<file path="src/rtl/alu_flags_pkg.sv">
// Shared op codes, flag bit positions and flag-update masks for the ALU.
// Assumes a six-entry flag vector in the bit order the requirements fix.
package alu_flags_pkg;

    typedef enum logic [3:0] {
        OP_ADD  = 4'd0,
        OP_ADC  = 4'd1,
        OP_SUB  = 4'd2,
        OP_SBB  = 4'd3,
        OP_INC  = 4'd4,
        OP_DEC  = 4'd5,
        OP_NEG  = 4'd6,
        OP_CMP  = 4'd7,
        OP_AND  = 4'd8,
        OP_OR   = 4'd9,
        OP_XOR  = 4'd10,
        OP_TEST = 4'd11,
        OP_NOT  = 4'd12,
        OP_DAA  = 4'd13,
        OP_AAA  = 4'd14,
        OP_RSVD = 4'd15
    } alu_op_e;

    localparam int FLAG_N = 6;
    localparam int FLG_CF = 0;
    localparam int FLG_PF = 1;
    localparam int FLG_AF = 2;
    localparam int FLG_ZF = 3;
    localparam int FLG_SF = 4;
    localparam int FLG_OF = 5;

    localparam logic [FLAG_N-1:0] MASK_ALL     = 6'b111111;
    localparam logic [FLAG_N-1:0] MASK_KEEP_CF = 6'b111110;
    localparam logic [FLAG_N-1:0] MASK_LOGIC   = 6'b111011;
    localparam logic [FLAG_N-1:0] MASK_DAA     = 6'b011111;
    localparam logic [FLAG_N-1:0] MASK_AAA     = 6'b000101;

endpackage

</file>
<file path="src/rtl/alu_addsub.sv">
// Shared add/subtract core. It computes a +/- b +/- cin at full width and
// reports carry (borrow for subtract), the carry out of bit 3 and signed
// overflow at the top of the selected width.
// Assumes the caller has zeroed bits above HALF_W in byte mode.
module alu_addsub #(
    parameter int DATA_W = 16
) (
    input  logic [DATA_W-1:0] a,
    input  logic [DATA_W-1:0] b,
    input  logic              cin,
    input  logic              sub,
    input  logic              wide,
    output logic [DATA_W-1:0] sum,
    output logic              cf,
    output logic              af,
    output logic              of
);
    localparam int HALF_W = DATA_W / 2;

    logic [DATA_W:0] ext;
    logic            sa, sb, sr;

    // Extended-width add or subtract so the carry of either width is visible.
    always_comb begin
        if (sub) ext = {1'b0, a} - {1'b0, b} - {{DATA_W{1'b0}}, cin};
        else     ext = {1'b0, a} + {1'b0, b} + {{DATA_W{1'b0}}, cin};
    end

    // Pick carry, sign bits and masked sum for the selected width.
    always_comb begin
        if (wide) begin
            sum = ext[DATA_W-1:0];
            cf  = ext[DATA_W];
            sa  = a[DATA_W-1];
            sb  = b[DATA_W-1];
            sr  = ext[DATA_W-1];
        end else begin
            sum = {{HALF_W{1'b0}}, ext[HALF_W-1:0]};
            cf  = ext[HALF_W];
            sa  = a[HALF_W-1];
            sb  = b[HALF_W-1];
            sr  = ext[HALF_W-1];
        end
    end

    // Nibble carry and signed overflow.
    always_comb begin
        af = a[4] ^ b[4] ^ ext[4];
        if (sub) of = (sa != sb) && (sr != sa);
        else     of = (sa == sb) && (sr != sa);
    end

endmodule

</file>
<file path="src/rtl/alu_decimal_adj.sv">
// BCD correction after addition: a packed adjust (two digits in the low
// byte) and an unpacked adjust (one digit, with carry into the high byte).
// Assumes HALF_W is 8; only the low and high byte of operand A are used.
module alu_decimal_adj #(
    parameter int HALF_W = 8
) (
    input  logic [HALF_W-1:0]   lo_in,
    input  logic [HALF_W-1:0]   hi_in,
    input  logic                af_in,
    input  logic                cf_in,
    input  logic                unpacked,
    output logic [2*HALF_W-1:0] word_out,
    output logic                cf_out,
    output logic                af_out
);
    localparam logic [HALF_W-1:0] SIX       = HALF_W'(6);
    localparam logic [HALF_W-1:0] SIXTY     = HALF_W'(8'h60);
    localparam logic [HALF_W-1:0] TOP_BCD   = HALF_W'(8'h99);
    localparam logic [3:0]        NINE      = 4'd9;

    logic              nib_fix, byte_fix;
    logic [HALF_W-1:0] step1, packed_lo, unpk_lo, unpk_hi;

    // Decide which corrections apply.
    always_comb begin
        nib_fix  = (lo_in[3:0] > NINE) || af_in;
        byte_fix = (lo_in > TOP_BCD) || cf_in;
    end

    // Apply the corrections for both styles of adjust.
    always_comb begin
        step1     = lo_in + (nib_fix ? SIX : '0);
        packed_lo = step1 + (byte_fix ? SIXTY : '0);
        unpk_lo   = {{(HALF_W-4){1'b0}}, step1[3:0]};
        unpk_hi   = hi_in + {{(HALF_W-1){1'b0}}, nib_fix};
    end

    // Select the adjust style and its flags.
    always_comb begin
        if (unpacked) begin
            word_out = {unpk_hi, unpk_lo};
            cf_out   = nib_fix;
            af_out   = nib_fix;
        end else begin
            word_out = {hi_in, packed_lo};
            cf_out   = byte_fix;
            af_out   = nib_fix;
        end
    end

endmodule

</file>
<file path="src/rtl/alu_status.sv">
// Result-derived flags: parity of the low byte, and zero and sign at the
// selected width. Assumes DATA_W is even and at least 16.
module alu_status #(
    parameter int DATA_W = 16
) (
    input  logic [DATA_W-1:0] res,
    input  logic              wide,
    output logic              pf,
    output logic              zf,
    output logic              sf
);
    localparam int HALF_W = DATA_W / 2;

    // Even parity of bits 7:0 in either width.
    always_comb pf = ~^res[7:0];

    // Zero and sign at the selected width.
    always_comb begin
        if (wide) begin
            zf = (res == '0);
            sf = res[DATA_W-1];
        end else begin
            zf = (res[HALF_W-1:0] == '0);
            sf = res[HALF_W-1];
        end
    end

endmodule

</file>
<file path="src/rtl/alu_flags_unit.sv">
// ALU top: decodes the op, drives the add/subtract core, logical ops and
// decimal adjust, merges the new flags with the prior ones under a mask,
// and registers the outputs once. Assumes DATA_W = 2 * byte width.
module alu_flags_unit
    import alu_flags_pkg::*;
#(
    parameter int DATA_W = 16
) (
    input  logic              clk,
    input  logic              rst_n,
    input  logic [3:0]        op_code,
    input  logic              is_word,
    input  logic [DATA_W-1:0] opnd_a,
    input  logic [DATA_W-1:0] opnd_b,
    input  logic              carry_in,
    input  logic [5:0]        flags_in,
    output logic [DATA_W-1:0] res_q,
    output logic              wr_en_q,
    output logic [5:0]        flags_q,
    output logic [5:0]        mask_q
);
    localparam int HALF_W = DATA_W / 2;
    localparam logic [DATA_W-1:0] LOW_MASK = {{HALF_W{1'b0}}, {HALF_W{1'b1}}};
    localparam logic [DATA_W-1:0] ONE      = DATA_W'(1);

    alu_op_e           op;
    logic [DATA_W-1:0] wmask, a_m, b_m;
    logic [DATA_W-1:0] add_a, add_b, add_sum;
    logic              add_cin, add_sub, add_cf, add_af, add_of;
    logic [DATA_W-1:0] dec_word;
    logic              dec_cf, dec_af;
    logic [DATA_W-1:0] nxt_res;
    logic              nxt_we, stat_wide;
    logic [FLAG_N-1:0] core_flags, nxt_flags, nxt_mask;
    logic              st_pf, st_zf, st_sf;

    assign op = alu_op_e'(op_code);

    // Mask the operands to the selected width.
    always_comb begin
        wmask = is_word ? '1 : LOW_MASK;
        a_m   = opnd_a & wmask;
        b_m   = opnd_b & wmask;
    end

    // Steer operands and carry into the shared add/subtract core.
    always_comb begin
        add_a   = a_m;
        add_b   = b_m;
        add_cin = 1'b0;
        add_sub = 1'b0;
        case (op)
            OP_ADC:         add_cin = carry_in;
            OP_SUB, OP_CMP: add_sub = 1'b1;
            OP_SBB: begin
                add_sub = 1'b1;
                add_cin = carry_in;
            end
            OP_INC:         add_b = ONE;
            OP_DEC: begin
                add_b   = ONE;
                add_sub = 1'b1;
            end
            OP_NEG: begin
                add_a   = '0;
                add_b   = a_m;
                add_sub = 1'b1;
            end
            default: ;
        endcase
    end

    alu_addsub #(.DATA_W(DATA_W)) u_addsub (
        .a    (add_a),
        .b    (add_b),
        .cin  (add_cin),
        .sub  (add_sub),
        .wide (is_word),
        .sum  (add_sum),
        .cf   (add_cf),
        .af   (add_af),
        .of   (add_of)
    );

    alu_decimal_adj #(.HALF_W(HALF_W)) u_decimal (
        .lo_in    (opnd_a[HALF_W-1:0]),
        .hi_in    (opnd_a[DATA_W-1:HALF_W]),
        .af_in    (flags_in[FLG_AF]),
        .cf_in    (flags_in[FLG_CF]),
        .unpacked (op == OP_AAA),
        .word_out (dec_word),
        .cf_out   (dec_cf),
        .af_out   (dec_af)
    );

    // Choose the result, write-enable, operation-specific flags and mask.
    always_comb begin
        nxt_res    = add_sum;
        nxt_we     = 1'b1;
        core_flags = flags_in;
        nxt_mask   = '0;
        stat_wide  = is_word;
        case (op)
            OP_ADD, OP_ADC, OP_SUB, OP_SBB, OP_NEG, OP_CMP: begin
                core_flags[FLG_CF] = add_cf;
                core_flags[FLG_AF] = add_af;
                core_flags[FLG_OF] = add_of;
                nxt_mask           = MASK_ALL;
                nxt_we             = (op != OP_CMP);
            end
            OP_INC, OP_DEC: begin
                core_flags[FLG_AF] = add_af;
                core_flags[FLG_OF] = add_of;
                nxt_mask           = MASK_KEEP_CF;
            end
            OP_AND, OP_OR, OP_XOR, OP_TEST: begin
                if (op == OP_OR)       nxt_res = a_m | b_m;
                else if (op == OP_XOR) nxt_res = a_m ^ b_m;
                else                   nxt_res = a_m & b_m;
                core_flags[FLG_CF] = 1'b0;
                core_flags[FLG_OF] = 1'b0;
                nxt_mask           = MASK_LOGIC;
                nxt_we             = (op != OP_TEST);
            end
            OP_NOT: nxt_res = ~a_m & wmask;
            OP_DAA, OP_AAA: begin
                nxt_res            = dec_word;
                core_flags[FLG_CF] = dec_cf;
                core_flags[FLG_AF] = dec_af;
                nxt_mask           = (op == OP_AAA) ? MASK_AAA : MASK_DAA;
                stat_wide          = 1'b0;
            end
            default: begin
                nxt_res = '0;
                nxt_we  = 1'b0;
            end
        endcase
    end

    alu_status #(.DATA_W(DATA_W)) u_status (
        .res  (nxt_res),
        .wide (stat_wide),
        .pf   (st_pf),
        .zf   (st_zf),
        .sf   (st_sf)
    );

    // Merge result-derived flags where the mask allows.
    always_comb begin
        nxt_flags = core_flags;
        if (nxt_mask[FLG_PF]) nxt_flags[FLG_PF] = st_pf;
        if (nxt_mask[FLG_ZF]) nxt_flags[FLG_ZF] = st_zf;
        if (nxt_mask[FLG_SF]) nxt_flags[FLG_SF] = st_sf;
    end

    // Output register stage with synchronous active-low reset.
    always_ff @(posedge clk) begin
        if (!rst_n) begin
            res_q   <= '0;
            wr_en_q <= 1'b0;
            flags_q <= '0;
            mask_q  <= '0;
        end else begin
            res_q   <= nxt_res;
            wr_en_q <= nxt_we;
            flags_q <= nxt_flags;
            mask_q  <= nxt_mask;
        end
    end

endmodule

</file>
<file path="config.mk">
export PLATFORM = sky130hd
export DESIGN_NAME = alu_flags_unit
export DESIGN_NICKNAME = d
export VERILOG_FILES = /design/src/rtl/alu_flags_pkg.sv /design/src/rtl/alu_addsub.sv /design/src/rtl/alu_decimal_adj.sv /design/src/rtl/alu_status.sv /design/src/rtl/alu_flags_unit.sv
export SDC_FILE = /design/constraint.sdc
export NUM_CORES = 1
export LEC_CHECK = 0
export ABC_CLOCK_PERIOD_IN_PS = 4600
export BUFFER_PORTS_ARGS = -buffer_cell sky130_fd_sc_hd__buf_2
export CAP_MARGIN = 20
export CELL_PAD_IN_SITES_DETAIL_PLACEMENT = 0
export CELL_PAD_IN_SITES_GLOBAL_PLACEMENT = 1
export CORE_MARGIN = 2
export CORE_UTILIZATION = 39
export CTS_CLUSTER_DIAMETER = 100
export DETAILED_ROUTE_END_ITERATION = 8
export GPL_TIMING_DRIVEN = 0
export PLACE_DENSITY = 0.77
export SKIP_LAST_GASP = 1
export SLEW_MARGIN = 20
export SYNTH_ARGS = -nofsm -noshare
export SYNTH_HDL_FRONTEND = slang
export SYNTH_HIERARCHICAL = 1
export SYNTH_SLANG_ARGS = --single-unit
</file>
<file path="constraint.sdc">
create_clock -name clk -period 4.6 [get_ports clk]
set_input_delay 0.46 -clock clk [delete_from_list [all_inputs] [get_ports clk]]
set_output_delay 0.46 -clock clk [all_outputs]
set_load 0.05 [all_outputs]
</file>
* After elaboration in Yosys (flattened, before gate mapping) *
Index checks and enable logic that the tools add are counted.

cells by class
  reduce and logical (&&, ||, !) cells = 16
  mux-type cells = 31
  equal/unequal tests = 19
  $lt $le $gt $ge = 2
  bitwise logic cells = 9
  add/sub/neg operators = 7

operators by type and width
  kind                                                 number
  two-way mux 16 bit                                   6
  bitwise AND 16 bit                                   4
  case mux 16 bit (4 select lines)                     1
  case mux 16 bit (2 select lines)                     1
  equality test 4 bit, second input constant           7
  case mux 6 bit (4 select lines)                      1
  adder 16 x 16 -> 17 bit                              1
  adder 17 x 1 -> 17 bit                               1
  two-way mux 17 bit                                   1
  subtractor 16 x 16 -> 17 bit                         1
  subtractor 17 x 1 -> 17 bit                          1
  adder 8 bit                                          2
  equality test 4 x 3 -> 1 bit, second input constant  4
  zero test 16 bit                                     1
  inverter 16 bit                                      1
  bitwise OR 16 bit                                    1
  XOR 16 bit                                           1
  two-way mux 1 bit                                    14
  OR reduction 5 bit                                   2
  adder 8 x 1 -> 8 bit                                 1
  equality test 4 x 2 -> 1 bit, second input constant  2
  > comparator 8 bit, second input constant            1
  zero test 8 bit                                      1
  OR reduction 8 bit                                   1
  19 further kinds                                     27

storage, ports and cells
  input bits = 46
  bits in registers = 29
  output and inout bits = 29
  word-level logic and storage cells = 88

* Logic depth before layout (Yosys ltp) *
  depth after elaboration = 11
  depth in mapped cells = 24
  depth with buffers taken out = 23

* By module *
The synthesis kept the hierarchy.

modules (own cells, without submodules)
  module           area an instance (µm²)  times used  cells each
  alu_flags_unit   2581.2                  1           344
  alu_addsub       2110.8                  1           301
  alu_decimal_adj  421.7                   1           57
  alu_status       152.6                   1           22

* Worst setup path after synthesis *
OpenSTA, ideal clock, no wires.

  path kind = input to register
  start point = input port op_code[0]
  end point = register flags_q[3]
  setup slack = 0.058 ns
  stages on the path = 23
  required time = 4.528 ns
  buffers on the path = 3
  library setup time = 0.072 ns
  arrival = 4.471 ns
  cell sequence = buf_6 > nand2b_2 > or2_1 > buf_2 > buf_6 > o22ai_1 > ha_1 > inv_1 > ha_1 > a21oi_1 > nand3_1 > or3_1 > a221oi_2 > xor2_1 > a22oi_1 > and3_1 > a2bb2oi_1 > nand3_1 > nor4_1 > nand2_1 > a21oi_2 > o21ai_0 > a21oi_1

between the ends
  cells in the longest elaborated chain, start to end = 11
  elaborated cells between the ends (all ways) = 43

ends and longest elaborated chain
  element                                                                  RTL line                            RTL
  from (decl)                                                              alu_flags_unit.sv:11                input logic [3:0] op_code,
  equality test 4 x 3 -> 1 bit                                             alu_flags_unit.sv:52                case (op)
  OR reduction 2 bit (no source line)                                      -
  case mux 16 bit (2 select lines) *                                       alu_flags_unit.sv:52
  named net add_b[8]                                                       alu_flags_unit.sv:28                logic [DATA_W-1:0] add_a, add_b, add_sum;
  adder 16 x 16 -> 17 bit or subtractor 16 x 16 -> 17 bit (tied branches)  alu_addsub.sv:26, alu_addsub.sv:25
  adder 17 x 1 -> 17 bit or subtractor 17 x 1 -> 17 bit (tied branches)    alu_addsub.sv:26, alu_addsub.sv:25
  two-way mux 17 bit *                                                     alu_addsub.sv:25                    if (sub) ext = {1'b0, a} - {1'b0, b} - {{DATA_W{1'b0}}, cin};
  two-way mux 16 bit *                                                     alu_addsub.sv:31                    if (wide) begin
  named net add_sum[15]                                                    alu_flags_unit.sv:28
  case mux 16 bit (4 select lines) *                                       alu_flags_unit.sv:103               case (op)
  named net nxt_res[15]                                                    alu_flags_unit.sv:32                logic [DATA_W-1:0] nxt_res;
  zero test 16 bit *                                                       alu_status.sv:20                    zf = (res == '0);
  two-way mux 1 bit *                                                      alu_status.sv:19                    if (wide) begin
  named net st_zf                                                          alu_flags_unit.sv:35                logic st_pf, st_zf, st_sf;
  two-way mux 1 bit *                                                      alu_flags_unit.sv:152               if (nxt_mask[FLG_ZF]) nxt_flags[FLG_ZF] = st_zf;
  to (signal assigned)                                                     alu_flags_unit.sv:166               flags_q <= nxt_flags;
  to (decl)                                                                alu_flags_unit.sv:19                output logic [5:0] flags_q,

Mark *: on every way through the listed nets, which the timed path passes. The rest lies on a longest branch.
A chain may end at the register's enable or synchronous reset.

* Final worst setup path *
  start point = input port op_code[1]
  end point = register flags_q[3]

The elaborated chain is that of the path after synthesis.

==> out/metrics.yaml <==
status: "finished clean"
yosysWarnings: 6
ys_seq_area_frac: 0.1026
syn-mean-instance-area_um2: 7.274
dp_hpwl_um: 13900
first_pass_iters: 5
cts_made_buffers: 3
synth_cells: 724
peakVddDrop_mv: 0.1209
path_clk_slew_ns: 0.06
slowest_delay_ns: 0.31
drt_iter0_drc: 196
cts.sinks: 27
dp_cells: 973
final_antenna_net_count: 0
antenna_found_initial: 1
gp_congestion: 0.8575
grt_pass1_wl_um: 26660
crit_family: "compound AO/OA/AOI/OAI gates"
cp_data_required_time_ns: 4.78
total_power_uw: 1497
place_worst_setup_slack_ns: -1.049
ys_top_cells_by_area: "ha_1 (20%), dfxtp_1 (10%), inv_1 (7.2%)"
max_clock_freq_mhz: 228.4
rows: 42
cellLeakagePower_uw: 0.003150
tightestPinTransition_ns: 0.6213
layout_commonest_cell: "inv_1"
cts_max_level: 1
nNetsFinal: 963
worst_slack_ns: 0.2220
yosysUniqueCellTypes: 71
synthFlopType: "dfxtp_1"
synth-seq-cells: 27
mostFrequentLayoutCells: "inv_1 (98), buf_2 (77), ha_1 (74)"
syn-num-nets: 862
end_kind: "flip-flop"
cts_root_buffer: "clkbuf_16"
slew_viol_final: 0
grt_max_degree: 15
fin_crit_sh: 0.9517
wl_per_cell_um: 16.75
crit_fanout: 10
grt.overflow.total: 0
start_util: 0.3993
min_path_type: "input pin to flip-flop"
drt-total-wl_um: 16750
fp.dieW_um: 120.2
startpoint_type: "input pin"
cts_tree: "built"
num_antenna_cells: 0
grt_pass1_vias: 5188
arrival_ns: 4.56
final_design_area_no_fill_um2: 6576
fill_cells: 1358
crit_path_top_delay_cell: "ha_1"
synth-edff-count: 0
synth_top_area_frac: 0.2043
num_vias: 5375
drc: 0
grt_use_total: 0.2264
portBuffers: 73
maxCapViolations: 0
syn_to_final_growth_pct: 24.88
fp.dieH_um: 120.2
fin_setup_tns_ns: 0
stdcell_count: 1000
placed_cell_area_um2: 5852
coreArea_um2: 13190
die_area_um2: 14450
power_density_nw_per_um2: 227.7
seq_area_um2: 540.5
period_minus_slack_ns: 4.378
path_buf_inv: 6
io_pins: 75
max_slew_margin: 0.5858
multiInputGateArea_um2: 4566
crit_type: "input pin to flip-flop"
syn_area_um2: 5266
final_layout_size_suffix_gt1_frac: 0.2524
synthArstFlopShare: 0
finalSetupViolCount: 0
yosysTopAreaCell: "ha_1"
final_hold_viol_count: 0
via_per_inst: 5.375
cts_buffer_depth: 2
## where the power goes
part           switching [uW]  internal (uW)
Sequential               5.61            260
Combinational             620            422
Clock                    70.8            118
Total                     697            800
## layout make-up
cell class                      instances  area share
Multi-Input combinational cell        559      0.6943
Tap cell                              176     0.03349
Clock buffer                            4     0.01199
Buffer                                 30     0.03139
Inverter                              104     0.05936
Timing Repair Buffer                  100     0.08733
Sequential cell                        27     0.08219
## through the flow
step	hold slack, ns	util
after CTS	0.4440	0.4656
final	0.4477	0.4986
after floorplan	0.5817	-
after detailed placement	0.7107	0.4437
after global placement	0.7072	0.4437
after global routing	0.4551	0.4986
## cells in the mapped netlist, drive strengths merged, types with 7 or more instances
master and n:
inv 102, ha 86, nor2 67, nand2 65, a21oi 52, xnor2 31, dfxtp 27, o21ai 25
buf 24, o22ai 16, mux2i 14, o211ai 13, nand3 12, and2 11, xor2 11, clkbuf 10
nor2b 10, a221oi 9, a32oi 8, nor3 8, nand2b 7, nand3b 7, nand4 7
## cells by family (layout without fill, tap and decap cells)
family	count (synthesis)	count (layout)	share of synthesized area
muxes	20	20	0.03944
AOI/OAI and AO/OA	181	181	0.2376
buffers and inverters	138	238	0.1110
DFF	27	27	0.1026
adders and majority gates	92	92	0.2271
and+or+nand+nor	224	224	0.2110
xor gates and xnor gates	42	42	0.07128
## state kept, by name (all words and copies together) (netlist names)
| signal | cells |
|---|---|
| wr_en_q | 1 |
| res_q | 16 |
| flags_q | 6 |
| mask_q | 4 |
## worst min-delay path: stages
cell and delay (ns):
buf_2 0.10, nand2_1 0.04, a21oi_1 0.05
## final timing paths
check	start	end	slack, ns	cells after the start
max	op_code[1]	flags_q[3]	0.22	25
min	flags_in[4]	flags_q[4]	0.45	3
## layer usage
metal / global-route usage / wire [um] / vias to the layer above
li1: - / - / 2705
met1: 0.3159 / 7977 / 2552
met2: 0.3920 / 7974 / 102
met3: 0.01226 / 593 / 16
met4: 0.03529 / 199 / 0
met5: 0 / 0 / -
## repair_timing
item | CTS | global route
buffers inserted | 7 | 20
gates cloned | 0 | 0
endpoints found under the setup margin | 8 | 3
pin swaps | 13 | 42
resized for setup | 35 | 64
hold buffers | 0 | 0
endpoints found under the hold margin | 0 | 0
No activity file was read; power rests on OpenSTA's default activity.
